### src/rtl/rptr_pkg.sv
// Shared constants and types for the repeater capability limiter.
// Assumes byte-wide capability fields and a 20-bit AUX address space.
package rptr_pkg;
    localparam int BYTE_W      = 8;
    localparam int ADDR_W      = 20;
    localparam logic [BYTE_W-1:0] MIN_REV     = 8'h14;
    localparam logic [ADDR_W-1:0] MODE_ADDR   = 20'hF0003;
    localparam logic [BYTE_W-1:0] MODE_TRANSP = 8'h55;
    localparam logic [BYTE_W-1:0] MODE_NONTR  = 8'hAA;
    localparam int NUM_RATES   = 3;
    // Supported rate codes, highest first (selection order matters).
    localparam logic [NUM_RATES*BYTE_W-1:0] RATE_LIST = {8'h06, 8'h0A, 8'h14};

    typedef enum logic [1:0] {
        SEQ_IDLE  = 2'd0,
        SEQ_TRANS = 2'd1,
        SEQ_NONTR = 2'd2,
        SEQ_DONE  = 2'd3
    } seq_state_t;
endpackage

### src/rtl/rptr_count_decode.sv
// Decodes presence and the one-hot repeater count field.
// Assumes MSB of the count field means one repeater, LSB means MAX_RPT.
module rptr_count_decode
    import rptr_pkg::*;
#(
    parameter int MAX_RPT = 8,
    parameter int CNT_W   = 4
) (
    input  logic [BYTE_W-1:0] rev_byte,
    input  logic [BYTE_W-1:0] cnt_byte,
    output logic              present,
    output logic [CNT_W-1:0]  count,
    output logic              bad_enc
);
    logic [MAX_RPT-1:0] hit;

    // One comparator per legal one-hot code.
    for (genvar i = 0; i < MAX_RPT; i++) begin : g_hit
        assign hit[i] = (cnt_byte == BYTE_W'(1 << (BYTE_W - 1 - i)));
    end

    // Presence test and count selection.
    always_comb begin
        present = (rev_byte >= MIN_REV) && (cnt_byte != '0);
        count   = '0;
        for (int i = 0; i < MAX_RPT; i++) begin
            if (present && hit[i]) count = CNT_W'(i + 1);
        end
        bad_enc = present && (hit == '0);
    end
endmodule

### src/rtl/rptr_link_clamp.sv
// Clamps lane count and maximum rate, then picks a supported rate code.
// Assumes repeater limits of zero mean "no limit reported".
module rptr_link_clamp
    import rptr_pkg::*;
#(
    parameter int W = 8
) (
    input  logic [W-1:0] sink_lanes,
    input  logic [W-1:0] plat_lanes,
    input  logic [W-1:0] sink_rate,
    input  logic [W-1:0] plat_rate,
    input  logic         use_rptr,
    input  logic [W-1:0] rptr_lanes,
    input  logic [W-1:0] rptr_rate,
    output logic [W-1:0] lanes,
    output logic [W-1:0] rate_sel
);
    logic [W-1:0] base_lanes, base_rate, rate_max;

    // Base limits, then optional repeater limits.
    always_comb begin
        base_lanes = (sink_lanes < plat_lanes) ? sink_lanes : plat_lanes;
        base_rate  = (sink_rate < plat_rate) ? sink_rate : plat_rate;
        lanes      = base_lanes;
        rate_max   = base_rate;
        if (use_rptr && rptr_lanes != '0 && rptr_lanes < base_lanes) lanes = rptr_lanes;
        if (use_rptr && rptr_rate != '0 && rptr_rate < base_rate) rate_max = rptr_rate;
    end

    // Highest supported code not above the maximum; lowest index wins.
    always_comb begin
        rate_sel = '0;
        for (int i = NUM_RATES - 1; i >= 0; i--) begin
            if (W'(RATE_LIST[i*BYTE_W +: BYTE_W]) <= rate_max)
                rate_sel = W'(RATE_LIST[i*BYTE_W +: BYTE_W]);
        end
    end
endmodule

### src/rtl/rptr_mode_seq.sv
// Issues the mode-register writes one by one on a req/ack port, then
// pulses done. A new load restarts the sequence from the beginning.
module rptr_mode_seq
    import rptr_pkg::*;
(
    input  logic              clk,
    input  logic              rst_n,
    input  logic              load,
    input  logic              need_trans,
    input  logic              need_nontr,
    input  logic              wr_ack,
    output logic              wr_req,
    output logic [ADDR_W-1:0] wr_addr,
    output logic [BYTE_W-1:0] wr_data,
    output logic              done
);
    seq_state_t state;
    logic       nontr_q;

    // Sequence state and remembered second-write need.
    always_ff @(posedge clk) begin
        if (!rst_n) begin
            state   <= SEQ_IDLE;
            nontr_q <= 1'b0;
        end else if (load) begin
            state   <= need_trans ? SEQ_TRANS : SEQ_DONE;
            nontr_q <= need_nontr;
        end else begin
            case (state)
                SEQ_TRANS: if (wr_ack) state <= nontr_q ? SEQ_NONTR : SEQ_DONE;
                SEQ_NONTR: if (wr_ack) state <= SEQ_DONE;
                SEQ_DONE:  state <= SEQ_IDLE;
                default:   state <= SEQ_IDLE;
            endcase
        end
    end

    // Port values follow the state directly.
    always_comb begin
        wr_req  = (state == SEQ_TRANS) || (state == SEQ_NONTR);
        wr_addr = wr_req ? MODE_ADDR : '0;
        wr_data = (state == SEQ_TRANS) ? MODE_TRANSP :
                  (state == SEQ_NONTR) ? MODE_NONTR : '0;
        done    = (state == SEQ_DONE);
    end

    // A pending write holds its data until acknowledged.
    assert_hold_until_ack_R7: assert property (@(posedge clk) disable iff (!rst_n)
        (wr_req && !wr_ack && !load) |=> (wr_req && $stable(wr_data) && $stable(wr_addr)));
    // Done is a single-cycle pulse.
    assert_done_pulse_R7: assert property (@(posedge clk) disable iff (!rst_n)
        (done && !load) |=> !done);
    // Done and a request never overlap.
    assert_done_excl_R7: assert property (@(posedge clk) disable iff (!rst_n)
        !(done && wr_req));
endmodule

### src/rtl/rptr_cap_limiter.sv
// Top: captures repeater capability bytes on a strobe, decodes presence
// and count, clamps lanes and rate, and runs the mode-write sequence.
// Assumes byte 0 revision, byte 1 rate limit, byte 2 count, byte 4 lanes.
module rptr_cap_limiter
    import rptr_pkg::*;
#(
    parameter int CAP_BYTES = 6,
    parameter int MAX_RPT   = 8,
    parameter int CNT_W     = 4
) (
    input  logic                        clk,
    input  logic                        rst_n,
    input  logic                        cap_valid,
    input  logic [CAP_BYTES*BYTE_W-1:0] cap_bytes,
    input  logic [BYTE_W-1:0]           sink_lanes,
    input  logic [BYTE_W-1:0]           plat_lanes,
    input  logic [BYTE_W-1:0]           sink_rate,
    input  logic [BYTE_W-1:0]           plat_rate,
    input  logic                        wr_ack,
    output logic [CNT_W-1:0]            rptr_count,
    output logic [BYTE_W-1:0]           lane_cnt,
    output logic [BYTE_W-1:0]           rate_code,
    output logic                        warn,
    output logic [CAP_BYTES*BYTE_W-1:0] cap_out,
    output logic                        wr_req,
    output logic [ADDR_W-1:0]           wr_addr,
    output logic [BYTE_W-1:0]           wr_data,
    output logic                        seq_done
);
    localparam int REV_IDX  = 0;
    localparam int RATE_IDX = 1;
    localparam int CNT_IDX  = 2;
    localparam int LANE_IDX = 4;

    logic              present, bad_enc;
    logic [CNT_W-1:0]  count_d;
    logic [BYTE_W-1:0] lanes_d, rate_d;

    rptr_count_decode #(.MAX_RPT(MAX_RPT), .CNT_W(CNT_W)) u_dec (
        .rev_byte (cap_bytes[REV_IDX*BYTE_W +: BYTE_W]),
        .cnt_byte (cap_bytes[CNT_IDX*BYTE_W +: BYTE_W]),
        .present  (present),
        .count    (count_d),
        .bad_enc  (bad_enc)
    );

    rptr_link_clamp #(.W(BYTE_W)) u_clamp (
        .sink_lanes (sink_lanes),
        .plat_lanes (plat_lanes),
        .sink_rate  (sink_rate),
        .plat_rate  (plat_rate),
        .use_rptr   (count_d != '0),
        .rptr_lanes (cap_bytes[LANE_IDX*BYTE_W +: BYTE_W]),
        .rptr_rate  (cap_bytes[RATE_IDX*BYTE_W +: BYTE_W]),
        .lanes      (lanes_d),
        .rate_sel   (rate_d)
    );

    // Result registers, updated only on the strobe.
    always_ff @(posedge clk) begin
        if (!rst_n) begin
            rptr_count <= '0;
            lane_cnt   <= '0;
            rate_code  <= '0;
            warn       <= 1'b0;
            cap_out    <= '0;
        end else if (cap_valid) begin
            rptr_count <= count_d;
            lane_cnt   <= lanes_d;
            rate_code  <= rate_d;
            warn       <= bad_enc;
            cap_out    <= present ? cap_bytes : '0;
        end
    end

    rptr_mode_seq u_seq (
        .clk        (clk),
        .rst_n      (rst_n),
        .load       (cap_valid),
        .need_trans (present),
        .need_nontr (count_d != '0),
        .wr_ack     (wr_ack),
        .wr_req     (wr_req),
        .wr_addr    (wr_addr),
        .wr_data    (wr_data),
        .done       (seq_done)
    );

    // A nonzero count implies a qualifying captured revision and count field.
    assert_count_needs_rev_R1: assert property (@(posedge clk) disable iff (!rst_n)
        (rptr_count != '0) |-> (cap_out[REV_IDX*BYTE_W +: BYTE_W] >= MIN_REV &&
                                cap_out[CNT_IDX*BYTE_W +: BYTE_W] != '0));
    // Count never exceeds the repeater maximum.
    assert_count_range_R2: assert property (@(posedge clk) disable iff (!rst_n)
        rptr_count <= CNT_W'(MAX_RPT));
    // Warning and a decoded count are exclusive.
    assert_warn_excl_R3: assert property (@(posedge clk) disable iff (!rst_n)
        (rptr_count != '0) |-> !warn);
    // Rate is always a supported code or zero.
    assert_rate_legal_R6: assert property (@(posedge clk) disable iff (!rst_n)
        rate_code == 8'h00 || rate_code == 8'h06 || rate_code == 8'h0A || rate_code == 8'h14);
    // Results hold without a strobe.
    assert_hold_R8: assert property (@(posedge clk) disable iff (!rst_n)
        !cap_valid |=> ($stable(rptr_count) && $stable(lane_cnt) &&
                        $stable(rate_code) && $stable(warn) && $stable(cap_out)));
endmodule

### config.mk
export PLATFORM = sky130hd
export DESIGN_NAME = rptr_cap_limiter
export DESIGN_NICKNAME = d
export VERILOG_FILES = /design/src/rtl/rptr_pkg.sv /design/src/rtl/rptr_count_decode.sv /design/src/rtl/rptr_link_clamp.sv /design/src/rtl/rptr_mode_seq.sv /design/src/rtl/rptr_cap_limiter.sv
export SDC_FILE = /design/constraint.sdc
export NUM_CORES = 1
export LEC_CHECK = 0
export ABC_AREA = 1
export BUFFER_PORTS_ARGS = -buffer_cell sky130_fd_sc_hd__buf_4
export CAP_MARGIN = 10
export CORE_MARGIN = 8
export CORE_UTILIZATION = 43
export CTS_CLUSTER_SIZE = 25
export DETAILED_ROUTE_END_ITERATION = 10
export GPL_ROUTABILITY_DRIVEN = 0
export PLACE_DENSITY = 0.77
export SYNTH_ARGS = -nofsm -noshare
export SYNTH_HDL_FRONTEND = slang
export SYNTH_SLANG_ARGS = --single-unit
### constraint.sdc
create_clock -name clk -period 3.1 [get_ports clk]
set_input_delay 0.62 -clock clk [delete_from_list [all_inputs] [get_ports clk]]
set_output_delay 0.62 -clock clk [all_outputs]
set_load 0.01 [all_outputs]
==> flow_metrics.env <==
export IMPL_status="finished, final reports clean"
export IMPL_end_kind="flop"
export IMPL_synthesis_area_mm2=0.004113
export IMPL_crit_top_cell="nand2_1"
export IMPL_worstPathArrival_ns=3.16
export IMPL_rows=35
export IMPL_yosysUniqueCellTypes=35
export IMPL_clk_latency_ns=0.34
export IMPL_slew_headroom=0.3125
export IMPL_setup_tns_final_ns=0
export IMPL_vias_per_cell=4.974
export IMPL_setup_violations_final=0
export IMPL_final_cells=883
export IMPL_placed_cell_area_mm2=0.005408
export IMPL_path_cells="buf_4 > ha_1 > nand2_1 > inv_1 > nor2_1 > o21a_1 > nand2_4 > buf_4 > nand2_1 > o21ai_1 > ha_1 > nand2_1 > inv_1 > nand2_1 > nand2_1 > nand2_2 > nand2_4 > nand2_1 > nand2_2 > nand2_2 > inv_1 > nand2_1 > nand3_1 > a21oi_1"
export IMPL_fin_hold_ws_ns=0.4677
export IMPL_drt_first_pass_iters=4
export IMPL_critPathLaunchType="primary input"
export IMPL_yosysMostFrequentCell="nand2_1"
export IMPL_cap_violations=0
export IMPL_skew_ns=0.0002959
export IMPL_n_antenna_cell=0
export IMPL_ys_async_sr_fraction=0
export IMPL_path_clk_slew_ns=0.08
export IMPL_holdCritPathClass="reg2reg"
export IMPL_detail_route_wl_per_cell_um=14.15
export IMPL_grt_max_degree=60
export IMPL_cts_made_buffers=9
export IMPL_synth_top_area_share=0.3310
export IMPL_critPathKind="in2reg"
export IMPL_drive_gt1_frac=0.3130
export IMPL_areaGrowthSynthToFinish_pct=37.15
export IMPL_hold_viol=0
export IMPL_synth_edf_count=0
export IMPL_vias=4392
export IMPL_grt_usage=0.1873
export IMPL_synth_ff_type="dfxtp_1"
export IMPL_start_util=0.4451
export IMPL_yosysTopAreaCell="dfxtp_1"
export IMPL_post_route_period_util=0.9339
export IMPL_grt_pass1_wl_um=20090
export IMPL_netlist_instances=588
export IMPL_p_leak_nw=2.842
export IMPL_die_w_um=113.8
export IMPL_synth_seq_cells=68
export IMPL_clkSinkCount=68
export IMPL_cts_root_buf="clkbuf_8"
export IMPL_ys_warn_count=0
export IMPL_numPlacedInstances=866
export IMPL_drtIter0Drc=240
export IMPL_nets=864
export IMPL_dieArea_mm2=0.01295
export IMPL_io_pins=183
export IMPL_yosys_top_cells_count="130 x nand2_1, 80 x nand3_1, 78 x a21oi_1"
export IMPL_ant_nets=0
export IMPL_coreArea_mm2=0.009240
export IMPL_report_final_slew_viol_count=0
export IMPL_slowest_delay_ns=0.31
export IMPL_slowest_stage="ha_1"
export IMPL_max_clock_freq_mhz=345.4
export IMPL_route_detailed_drc=0
export IMPL_grt_overflow_total=0
export IMPL_wl_um=12490
export IMPL_io_buffers=164
export IMPL_fin_crit_ns=2.895
export IMPL_cts_tree="yes"
export IMPL_cts_max_level=3
export IMPL_worstPathMaxFanout=11
export IMPL_cts_hold_buf=0
export IMPL_finalInstanceArea_mm2=0.005640
export IMPL_dp_hpwl_um=9731
export IMPL_die_h_um=113.8
export IMPL_grt_pass1_vias=4375
export IMPL_crit_required_ns=3.36
export IMPL_antenna_found_initial=0
export IMPL_synth_seq_area_share=0.3310
export IMPL_ir_drop_mv=0.2004
export IMPL_worst_slew_pin_slew_ns=1.030
export IMPL_cts_buffer_depth=2
export IMPL_syn_avg_cell_area_um2=6.994
export IMPL_finalPower_mw=2.406
export IMPL_synth_area_leaders="dfxtp_1 33%, nand2_1 12%, nand3_1 9.7%"
export IMPL_p_per_area_mw_per_mm2=426.6
## logic make-up (layout without fill, tap and decap cells)
| group | count (synthesis) | in the layout | synth area share |
|---|---|---|---|
| adder cells (fa/ha/maj) | 31 | 31 | 0.09431 |
| other | 1 | 18 | 0.0009118 |
| buffers and inverters | 109 | 258 | 0.1323 |
| AND/OR/NAND/NOR | 267 | 267 | 0.3015 |
| AO/OA/AOI/OAI | 112 | 112 | 0.1399 |
| flip-flops | 68 | 68 | 0.3310 |
## cell usage in the layout (no fill, tap or decap), types with 8 or more instances in the layout
master / instances
nand4_1: 8
ha_1: 31
conb_1: 18
nand3_1: 80
nand2_2: 11
nor2_1: 20
inv_1: 47
nand2_1: 126
dfxtp_1: 68
o21ai_1: 9
buf_4: 190
a21oi_1: 78
clkbuf_8: 9
o21ai_0: 19
## power breakdown
part | internal, mW | switching [mW] | leakage [nW]
Combinational | 0.317 | 0.359 | 2.18
Sequential | 0.927 | 0.0307 | 0.560
Clock | 0.386 | 0.387 | 0.0988
## what timing repair did
| item | 4_1_cts | 5_1_grt |
|---|---|---|
| gates resized for setup | 0 | 14 |
| buffers inserted | 0 | 1 |
| setup endpoints to repair | 0 | 12 |
## routing by layer
layer / wire length (µm) / GRT usage
met1: 5440 / 0.2152
met2: 5992 / 0.3282
met3: 844 / 0.04596
met4: 214 / 0.06921
met5: 0 / 0
## final timing paths
path,from,end,slack [ns],cells past startpoint
worst max register to register,u_seq.state[0],u_seq.state[1],1.70,5
worst max-delay path,sink_rate[7],rate_code[3],0.20,24
worst min-delay path,rate_code[1],rate_code[1],0.47,2
worst min register to register,rate_code[1],rate_code[1],0.47,2
## per-stage QoR
| stage | utilization | setup WS (ns) |
|---|---|---|
| 2_1_floorplan | - | 0.03012 |
| 3_3_place_gp | 0.5852 | -0.1796 |
| 3_5_place_dp | 0.5852 | -0.3503 |
| 4_1_cts | 0.6076 | 0.006369 |
| 5_1_grt | 0.6104 | -0.04655 |
| 6_report | 0.6104 | 0.2048 |
## layout make-up
| type | instances | area (µm²) |
|---|---|---|
| clock buffer | 9 | 123.9 |
| timing repair buffer | 190 | 1426 |
| multi-input combinational | 428 | 2290 |
| clock inverter | 7 | 82.58 |
| fill | 818 | 3600 |
| tap | 129 | 161.4 |
| inverter | 52 | 195.2 |
| sequential | 68 | 1361 |
## sequential cells by signal, summed over array words and instances (netlist names)
| name | flops |
|---|---|
| cap_out | 48 |
| u_seq.nontr_q | 1 |
| lane_cnt | 8 |
| rate_code | 4 |
| warn | 1 |
| u_seq.state | 2 |
| rptr_count | 4 |
## critical path: cells and delay by family
kind            cells  cell delay, ns
simple gates       14            1.08
fa+ha+maj           2            0.62
compound gates      3            0.42
buf+inv             5            0.40
Note: power is estimated with default switching activity, not from simulation.
